$ cat src/rtl/nsq_pkg.sv
package nsq_pkg;
  typedef enum logic [1:0] {
    RG_IDLE = 2'd0,
    RG_DATA = 2'd1,
    RG_FDM  = 2'd2,
    RG_PAR  = 2'd3
  } region_e;

  function automatic int unsigned page_bytes(input logic [1:0] code);
    case (code)
      2'd0:    return 512;
      2'd1:    return 2048;
      2'd2:    return 4096;
      default: return 0;
    endcase
  endfunction

  function automatic int unsigned spare_bytes(input logic [1:0] code);
    case (code)
      2'd0:    return 16;
      2'd1:    return 26;
      2'd2:    return 27;
      default: return 28;
    endcase
  endfunction
endpackage

$ cat src/rtl/nsq_cfg_decode.sv
module nsq_cfg_decode #(
  parameter int SECTOR_BYTES = 512,
  parameter int FDM_BYTES    = 8,
  parameter int CNT_W        = 4,
  parameter int OFF_W        = 9
) (
  input  logic [1:0]       page_code,
  input  logic [1:0]       spare_code,
  output logic [CNT_W-1:0] nsect,
  output logic [OFF_W-1:0] par_len,
  output logic             reserved
);
  import nsq_pkg::*;

  always_comb begin
    nsect    = CNT_W'(page_bytes(page_code) / SECTOR_BYTES);
    par_len  = OFF_W'(spare_bytes(spare_code) - FDM_BYTES);
    reserved = (page_code == 2'd3);
  end
endmodule

$ cat src/rtl/nsq_region_walker.sv
module nsq_region_walker #(
  parameter int SECTOR_BYTES = 512,
  parameter int FDM_BYTES    = 8,
  parameter int OFF_W        = 9
) (
  input  logic                clk,
  input  logic                rst_n,
  input  logic                clr,
  input  logic                go,
  input  logic                beat,
  input  logic [OFF_W-1:0]    par_len,
  output nsq_pkg::region_e    region,
  output logic [OFF_W-1:0]    offset,
  output logic                sect_last
);
  import nsq_pkg::*;

  localparam logic [OFF_W-1:0] DATA_LAST = OFF_W'(SECTOR_BYTES - 1);
  localparam logic [OFF_W-1:0] FDM_LAST  = OFF_W'(FDM_BYTES - 1);

  logic at_last;

  always_comb begin
    case (region)
      RG_DATA: at_last = (offset == DATA_LAST);
      RG_FDM:  at_last = (offset == FDM_LAST);
      RG_PAR:  at_last = (offset == par_len - OFF_W'(1));
      default: at_last = 1'b0;
    endcase
    sect_last = at_last && (region == RG_PAR);
  end

  always_ff @(posedge clk) begin
    if (!rst_n || clr) begin
      region <= RG_IDLE;
      offset <= '0;
    end else if (go) begin
      region <= RG_DATA;
      offset <= '0;
    end else if (beat) begin
      if (at_last) begin
        offset <= '0;
        case (region)
          RG_DATA: region <= RG_FDM;
          RG_FDM:  region <= RG_PAR;
          RG_PAR:  region <= RG_DATA;
          default: region <= RG_IDLE;
        endcase
      end else begin
        offset <= offset + OFF_W'(1);
      end
    end
  end
endmodule

$ cat src/rtl/nsq_sector_count.sv
module nsq_sector_count #(
  parameter int CNT_W = 4
) (
  input  logic             clk,
  input  logic             rst_n,
  input  logic             flush,
  input  logic             go,
  input  logic             incr,
  input  logic [CNT_W-1:0] nsect_in,
  output logic [CNT_W-1:0] cnt,
  output logic             on_final
);
  logic [CNT_W-1:0] nsect_q;

  assign on_final = (cnt + CNT_W'(1) == nsect_q);

  always_ff @(posedge clk) begin
    if (!rst_n || flush) begin
      cnt     <= '0;
      nsect_q <= '0;
    end else if (go) begin
      cnt     <= '0;
      nsect_q <= nsect_in;
    end else if (incr) begin
      cnt <= cnt + CNT_W'(1);
    end
  end
endmodule

$ cat src/rtl/nand_sector_seq.sv
module nand_sector_seq #(
  parameter int SECTOR_BYTES = 512,
  parameter int FDM_BYTES    = 8,
  parameter int MAX_SECT     = 8,
  parameter int DATA_W       = 8,
  localparam int OFF_W       = $clog2(SECTOR_BYTES),
  localparam int CNT_W       = $clog2(MAX_SECT + 1)
) (
  input  logic              clk,
  input  logic              rst_n,
  input  logic              flush,
  input  logic              start,
  input  logic [1:0]        page_code,
  input  logic [1:0]        spare_code,
  input  logic              in_valid,
  output logic              in_ready,
  input  logic [DATA_W-1:0] in_data,
  output logic              out_valid,
  input  logic              out_ready,
  output logic [DATA_W-1:0] out_data,
  output logic [1:0]        out_region,
  output logic [OFF_W-1:0]  out_offset,
  output logic              out_last,
  output logic              busy,
  output logic              done,
  output logic              err,
  output logic [CNT_W-1:0]  sect_cnt
);
  import nsq_pkg::*;

  logic [CNT_W-1:0] dec_nsect;
  logic [OFF_W-1:0] dec_par, par_q;
  logic             dec_resv, go, bad, beat, sect_last, on_final, page_end;
  region_e          region;

  nsq_cfg_decode #(
    .SECTOR_BYTES(SECTOR_BYTES), .FDM_BYTES(FDM_BYTES),
    .CNT_W(CNT_W), .OFF_W(OFF_W)
  ) u_dec (
    .page_code(page_code), .spare_code(spare_code),
    .nsect(dec_nsect), .par_len(dec_par), .reserved(dec_resv)
  );

  assign go       = start && !busy && !dec_resv;
  assign bad      = start && !busy && dec_resv;
  assign beat     = busy && in_valid && out_ready;
  assign out_last = busy && sect_last && on_final;
  assign page_end = beat && out_last;

  nsq_region_walker #(
    .SECTOR_BYTES(SECTOR_BYTES), .FDM_BYTES(FDM_BYTES), .OFF_W(OFF_W)
  ) u_walk (
    .clk(clk), .rst_n(rst_n), .clr(flush || page_end), .go(go),
    .beat(beat), .par_len(par_q), .region(region), .offset(out_offset),
    .sect_last(sect_last)
  );

  nsq_sector_count #(.CNT_W(CNT_W)) u_cnt (
    .clk(clk), .rst_n(rst_n), .flush(flush), .go(go),
    .incr(beat && sect_last), .nsect_in(dec_nsect),
    .cnt(sect_cnt), .on_final(on_final)
  );

  always_ff @(posedge clk) begin
    if (!rst_n || flush) begin
      busy  <= 1'b0;
      done  <= 1'b0;
      err   <= 1'b0;
      par_q <= '0;
    end else if (go) begin
      busy  <= 1'b1;
      done  <= 1'b0;
      err   <= 1'b0;
      par_q <= dec_par;
    end else if (bad) begin
      err <= 1'b1;
    end else if (page_end) begin
      busy <= 1'b0;
      done <= 1'b1;
    end
  end

  assign in_ready   = busy && out_ready;
  assign out_valid  = busy && in_valid;
  assign out_data   = in_data;
  assign out_region = region;
endmodule

$ cat config.mk
export PLATFORM = sky130hd
export DESIGN_NAME = nand_sector_seq
export DESIGN_NICKNAME = d
export VERILOG_FILES = /design/src/rtl/nsq_pkg.sv /design/src/rtl/nsq_cfg_decode.sv /design/src/rtl/nsq_region_walker.sv /design/src/rtl/nsq_sector_count.sv /design/src/rtl/nand_sector_seq.sv
export SDC_FILE = /design/constraint.sdc
export NUM_CORES = 1
export LEC_CHECK = 0
export ABC_AREA = 1
export BUFFER_PORTS_ARGS = -buffer_cell sky130_fd_sc_hd__buf_4
export CAP_MARGIN = 10
export CORE_AREA = 2 2 63 65
export CTS_BUF_LIST = sky130_fd_sc_hd__clkbuf_16
export CTS_CLUSTER_SIZE = 8
export DETAILED_ROUTE_END_ITERATION = 6
export DIE_AREA = 0 0 65 67
export GPL_TIMING_DRIVEN = 0
export HOLD_SLACK_MARGIN = 0.12
export PLACE_DENSITY = 0.81
export SETUP_SLACK_MARGIN = 0.4
export SLEW_MARGIN = 20
export SYNTH_ARGS = -nofsm -noshare
export SYNTH_HDL_FRONTEND = slang
export SYNTH_SLANG_ARGS = --single-unit
$ cat constraint.sdc
create_clock -name clk -period 3.1 [get_ports clk]
set_clock_uncertainty 0.05 [all_clocks]
set_input_delay 0.155 -clock clk [delete_from_list [all_inputs] [get_ports clk]]
set_output_delay 0.155 -clock clk [all_outputs]
set_load 0.005 [all_outputs]
Word-level counts from Yosys, hierarchy flattened

Index checks and enable logic that the tools add are counted.

Register bits: 31
Bits of input ports: 18
Output and inout port bits: 29
Word-level logic and storage cells: 66

$add $sub $neg: 4
Equal/unequal tests: 13
Mux-type cells: 11
Bitwise gates (word level): 1
Reductions and logical operators: 28

Operators by type and width:

| cell                | count |
|---|---|
| $pmux 13 s3         | 1 |
| $pmux 4 s3          | 1 |
| $logic_and 1x1->1   | 11 |
| $eq 2x2->1 const B  | 5 |
| $add 9x1->9 const B | 1 |
| $eq 9x3->1 const B  | 1 |
| $eq 9x9->1          | 1 |
| $eq 9x9->1 const B  | 1 |
| $mux 9              | 1 |
| $sub 9x1->9 const B | 1 |
| $reduce_and 2->1    | 4 |
| $eq 2x1->1 const B  | 3 |
| $mux 1              | 6 |
| $pmux 2 s3          | 1 |
| $reduce_bool 2->1   | 3 |
| $sub 5x4->6 const B | 1 |
| $add 4x1->4 const B | 1 |
| $eq 4x4->1          | 1 |
| $logic_not 2->1     | 2 |
| $reduce_or 2->1     | 2 |
| $logic_not 1->1     | 3 |
| $logic_or 1x1->1    | 3 |
| $pmux 1 s3          | 1 |
| $ne 2x2->1 const B  | 1 |
| $not 1->1           | 1 |

Logic depth before layout (Yosys ltp)

Depth in word-level cells: 10
Depth in mapped cells: 20
Depth with buffers taken out: 20

Cells and area by module

From an unflattened synthesis, not the netlist that was laid out.

Cell total of the unflattened synthesis: 342
Area total of the unflattened synthesis: 2213.4 µm²

By module, submodules not included:

| module            | instances | cells each | area an instance (µm²) | seq. area each (µm²) |
|---|---|---|---|---|
| nsq_region_walker | 1         | 184        | 1054.8                 | 220.2 |
| nand_sector_seq   | 1         | 73         | 613.1                  | 240.2 |
| nsq_sector_count  | 1         | 65         | 416.6                  | 160.2 |
| nsq_cfg_decode    | 1         | 20         | 128.9                  | 0.0 |

Worst setup path after synthesis

OpenSTA, ideal clock, no wires.

Path kind: flip-flop to flip-flop
Start: reg par_q[0]
End: reg u_walk.offset[1]
Library setup time: 119 ps
Arrival time: 2010 ps
Data required time: 2931 ps
Setup slack: 922 ps
Cell stages (with the launch flop): 18
Buffers on the path: 0
Clock period less this slack: 2178 ps
Cells stage by stage: dfxtp_1 inv_1 ha_1 nand2_1 nor2_1 ha_1 nand2_1 nand2_1 nand2_1 nand2_1 nor2_1 nand2_1 nor2_2 nand2_2 nor2_8 nand4_4 nand3_4 nor2_2

Cells in the longest elaborated chain, start to end: 10
Elaborated cells on any way between the ends: 11
Those cells by class: add/sub: 1; eq/ne: 1; mux: 2; reduce/logical: 7

RTL lines:

| what                             | line                    | source |
|---|---|---|
| from (decl)                      | nand_sector_seq.sv:32   | `logic [OFF_W-1:0] dec_par, par_q;` |
| from (signal assigned)           | nand_sector_seq.sv:74   | `par_q <= dec_par;` |
| $sub 9x1->9 *                    | nsq_region_walker.sv:27 | `RG_PAR: at_last = (offset == par_len - OFF_W'(1));` |
| $eq 9x9->1 *                     | nsq_region_walker.sv:27 |  |
| $pmux 1 s3 *                     | nsq_region_walker.sv:24 | `case (region)` |
| $logic_and 1x1->1                | nsq_region_walker.sv:30 | `sect_last = at_last && (region == RG_PAR);` |
| $logic_and 1x1->1 (2 in a row)   | nand_sector_seq.sv:47   | `assign out_last = busy && sect_last && on_final;` |
| $logic_and 1x1->1                | nand_sector_seq.sv:48   | `assign page_end = beat && out_last;` |
| $logic_or 1x1->1                 | nand_sector_seq.sv:53   | `.clk(clk), .rst_n(rst_n), .clr(flush \|\| page_end), .go(go),` |
| $logic_or 1x1->1                 | nsq_region_walker.sv:34 | `if (!rst_n \|\| clr) begin` |
| $reduce_or 2->1 (no source line) | n/a                     |  |
| to (signal assigned)             | nsq_region_walker.sv:50 | `offset <= offset + OFF_W'(1);` |
| to (decl)                        | nsq_region_walker.sv:13 | `output logic [OFF_W-1:0] offset,` |

Every way passes the cells marked *; elsewhere a longest branch is shown, timed or not.
A chain may end at the register's enable or synchronous reset.

Final worst setup path

Start: reg par_q[0]
End: out out_last

Cells in the longest elaborated chain, start to end: 6

RTL lines:

| what                           | line                    | source |
|---|---|---|
| $sub 9x1->9                    | nsq_region_walker.sv:27 |  |
| $eq 9x9->1                     | nsq_region_walker.sv:27 |  |
| $pmux 1 s3                     | nsq_region_walker.sv:24 |  |
| $logic_and 1x1->1              | nsq_region_walker.sv:30 |  |
| $logic_and 1x1->1 (2 in a row) | nand_sector_seq.sv:47   |  |
| to (decl)                      | nand_sector_seq.sv:23   | `output logic out_last,` |

No other way between the ends.

==> impl_metrics.env <==
export IMPL_status="completed"
export IMPL_clkSinkCount=26
export IMPL_switchingPower_mw=0.1681
export IMPL_io_buffer_count=38
export IMPL_ys_top_cells_by_area="dfxtp_1, nand2_1, inv_1"
export IMPL_p_comb_share_pct=11.6
export IMPL_post_synth_top_area_cell="dfxtp_1"
export IMPL_gp_congestion=0.9873
export IMPL_cp_data_arrival_time_ns=2.32
export IMPL_die_w_um=65
export IMPL_seqPwrFrac_pct=47.9
export IMPL_netlist_area_leader_share_pct=28.13
export IMPL_power_density_mw_per_mm2=314.6
export IMPL_fin_crit_sh_pct=81.34
export IMPL_dpl_hpwl_mm=3.247
export IMPL_top_usage_layer="met2"
export IMPL_wirelength_mm=4.137
export IMPL_insertedDiodeCount=0
export IMPL_vias_per_cell=4.917
export IMPL_grtUsageMet1_pct=22.81
export IMPL_cts_root_buf="clkbuf_16"
export IMPL_clk_path_buf_depth=2
export IMPL_final_hold_violation_count=0
export IMPL_synth_commonest_cells="nand2_1, inv_1, nor2_1, nand3_1, dfxtp_1"
export IMPL_use_met3_pct=3.041
export IMPL_drt_iter0_drc=59
export IMPL_firstDrtPassIters=4
export IMPL_cp_data_required_time_ns=2.89
export IMPL_yosysUniqueCellTypes=29
export IMPL_synth_edf_count=0
export IMPL_start_kind="flip-flop"
export IMPL_grt_max_degree=15
export IMPL_tritoncts="yes"
export IMPL_hold_path_class="primary input to flip-flop"
export IMPL_final_cells=362
export IMPL_avgRoutedWirePerCell_um=11.43
export IMPL_grtUsageMet2_pct=41.62
export IMPL_cts_buffers=3
export IMPL_areaGrowthSynthToFinish_pct=23.60
export IMPL_route_detailed_drc=0
export IMPL_finalNetCount=343
export IMPL_synth_area_mm2=0.001851
export IMPL_cap_violations=0
export IMPL_fmax_mhz=396.6
export IMPL_setup_viol=0
export IMPL_syn_inst=272
export IMPL_swShare_pct=23.36
export IMPL_leakage_nw=1.106
export IMPL_dieArea_mm2=0.004355
export IMPL_peakVddDrop_mv=0.2497
export IMPL_async_reset_ff_share_pct=0
export IMPL_ios=47
export IMPL_core_mm2=0.003606
export IMPL_endpoint_kind="output pin"
export IMPL_start_util_pct=51.32
export IMPL_num_vias=1780
export IMPL_antenna_found_initial=0
export IMPL_setup_tns_ns=0
export IMPL_synth_warnings=0
export IMPL_synth_fp_nets=300
export IMPL_place_inst=358
export IMPL_grt_overflow=0
export IMPL_drive_gt1_share_pct=26.75
export IMPL_drv_slew=0
export IMPL_ys_flop_type="dfxtp_1"
export IMPL_rsz0062_at_grt="false"
export IMPL_avgSynthCellArea_um2=6.803
export IMPL_drtAntennaViolNets=0
export IMPL_die_h_um=67
export IMPL_worstMarginPinSlew_ns=0.4159
export IMPL_clock_power_share_pct=40.5
export IMPL_htreeDepth=1
export IMPL_cts_clk_slew_worst_paths_ns=0.06
export IMPL_yosysSeqAreaShare_pct=28.13
export IMPL_ys_ff_latch=26
export IMPL_std_cell_rows=22
export IMPL_finalCriticalPeriod_ns=2.522
export IMPL_cp_max_fo=4
export IMPL_slew_headroom_pct=72.27
export IMPL_grt_pass1_vias=1761
export IMPL_grtUsageTotal_pct=20.93
export IMPL_yosysMostFrequentCell="nand2_1"
export IMPL_p_int_mw=0.5515
export IMPL_critPathKind="flip-flop to output pin"
export IMPL_grt_pass1_wl_mm=7.245
export IMPL_clkLatencyLatePin_ns=0.26
[metal layers]
metal | up-vias | part of all wire [%]
li1 | 924 | -
met2 | 36 | 53
met3 | 5 | 4.0
met4 | 0 | 0.97
met5 | - | 0
met1 | 815 | 42
[power groups by stage]
stage	logic (mW)	registers, mW	clock network [mW]
detailed placement	0.0831	0.353	0
finish	0.0831	0.345	0.291
global placement	0.0799	0.352	0
global route	0.0933	0.346	0.306
CTS	0.0837	0.345	0.291
floorplan	0.0506	0.351	0
[sequential cells by signal, indices dropped and copies added (netlist names)]
register and count:
u_cnt.cnt 4, done 1, u_cnt.nsect_q 3, err 1, par_q 5, u_walk.offset 9
busy 1, u_walk.region 2
[timing repair]
| item | in CTS | in global routing |
|---|---|---|
| endpoints found under the setup margin | 0 | 1 |
| hold buffers | 0 | 0 |
| setup buffers | 0 | 0 |
| endpoints found under the hold margin | 0 | 0 |
| gates resized for setup | 0 | 3 |
[worst max-delay path, cell delays in order (launching register included)]
cell,delay (ns)
dfxtp_2,0.34
inv_1,0.11
ha_1,0.20
nand2_1,0.10
nor2_1,0.12
ha_1,0.16
inv_1,0.04
nand2_1,0.06
nand2_1,0.06
nand2_1,0.08
nand2_1,0.05
inv_1,0.05
nand3_1,0.08
nor2_1,0.15
nand3_2,0.14
nor4_2,0.17
buf_4,0.16
[cells in the final DEF, fill, tap and decap left out, types with 3 or more instances in the layout]
cell type / synthesis / final
a21oi_1: 6 / 6
buf_4: 8 / 46
clkbuf_16: 0 / 3
clkinv_1: 2 / 3
dfxtp_1: 26 / 25
ha_1: 10 / 10
inv_1: 41 / 41
inv_2: 3 / 3
nand2_1: 57 / 57
nand2_2: 6 / 6
nand3_1: 27 / 26
nand4_1: 7 / 7
nor2_1: 34 / 34
nor2_2: 13 / 13
o21ai_0: 7 / 7
xor2_1: 8 / 8
[final cells by class]
| class | instances | area, µm² |
|---|---|---|
| Clock buffer | 3 | 75.07 |
| Multi-Input combinational cell | 190 | 1094 |
| Clock inverter | 1 | 3.754 |
| Inverter | 46 | 172.7 |
| Timing Repair Buffer | 38 | 285.3 |
| Buffer | 10 | 75.07 |
| Fill cell | 349 | 1319 |
| Tap cell | 48 | 60.06 |
| Sequential cell | 26 | 521.8 |
[per-stage QoR]
step | hold WS [ns] | power [mW] | util, % | cell area, µm² | setup WS [ns]
4_1_cts | 0.1335 | 0.7196 | 63.08 | 2275 | 0.4918
3_3_place_gp | 0.3878 | 0.4323 | 60.90 | 2196 | 0.6845
2_1_floorplan | 0.2695 | 0.4019 | - | 1851 | 0.9217
6_report | 0.1347 | 0.7196 | 63.43 | 2287 | 0.5784
5_1_grt | 0.1327 | 0.7453 | 63.43 | 2287 | 0.3708
3_5_place_dp | 0.3991 | 0.4357 | 60.90 | 2196 | 0.6164
[path summary, 6_finish.rpt]
kind	start	end	slack, ns	cells after the start
worst max-delay path	par_q[0]$_SDFFE_PP0P_	out_last	0.58	16
worst min-delay path	page_code[1]	u_cnt.nsect_q[3]$_SDFFE_PP0P_	0.13	2
worst max register to register	par_q[0]$_SDFFE_PP0P_	u_walk.offset[7]$_SDFFE_PP0P_	0.67	17
worst min register to register	done$_SDFFE_PP0P_	done$_SDFFE_PP0P_	0.40	2
[kinds of logic (layout without fill, tap and decap cells)]
group           after synthesis  after routing  share of synthesized area, %
simple gates                155            155                         42.33
buf+inv                      56             98                         13.39
flops                        26             26                         28.13
compound gates               15             15                         4.665
fa+ha+maj                    10             10                         6.761
xor+xnor                     10             10                         4.733
Note: power is estimated with default switching activity, not from simulation.
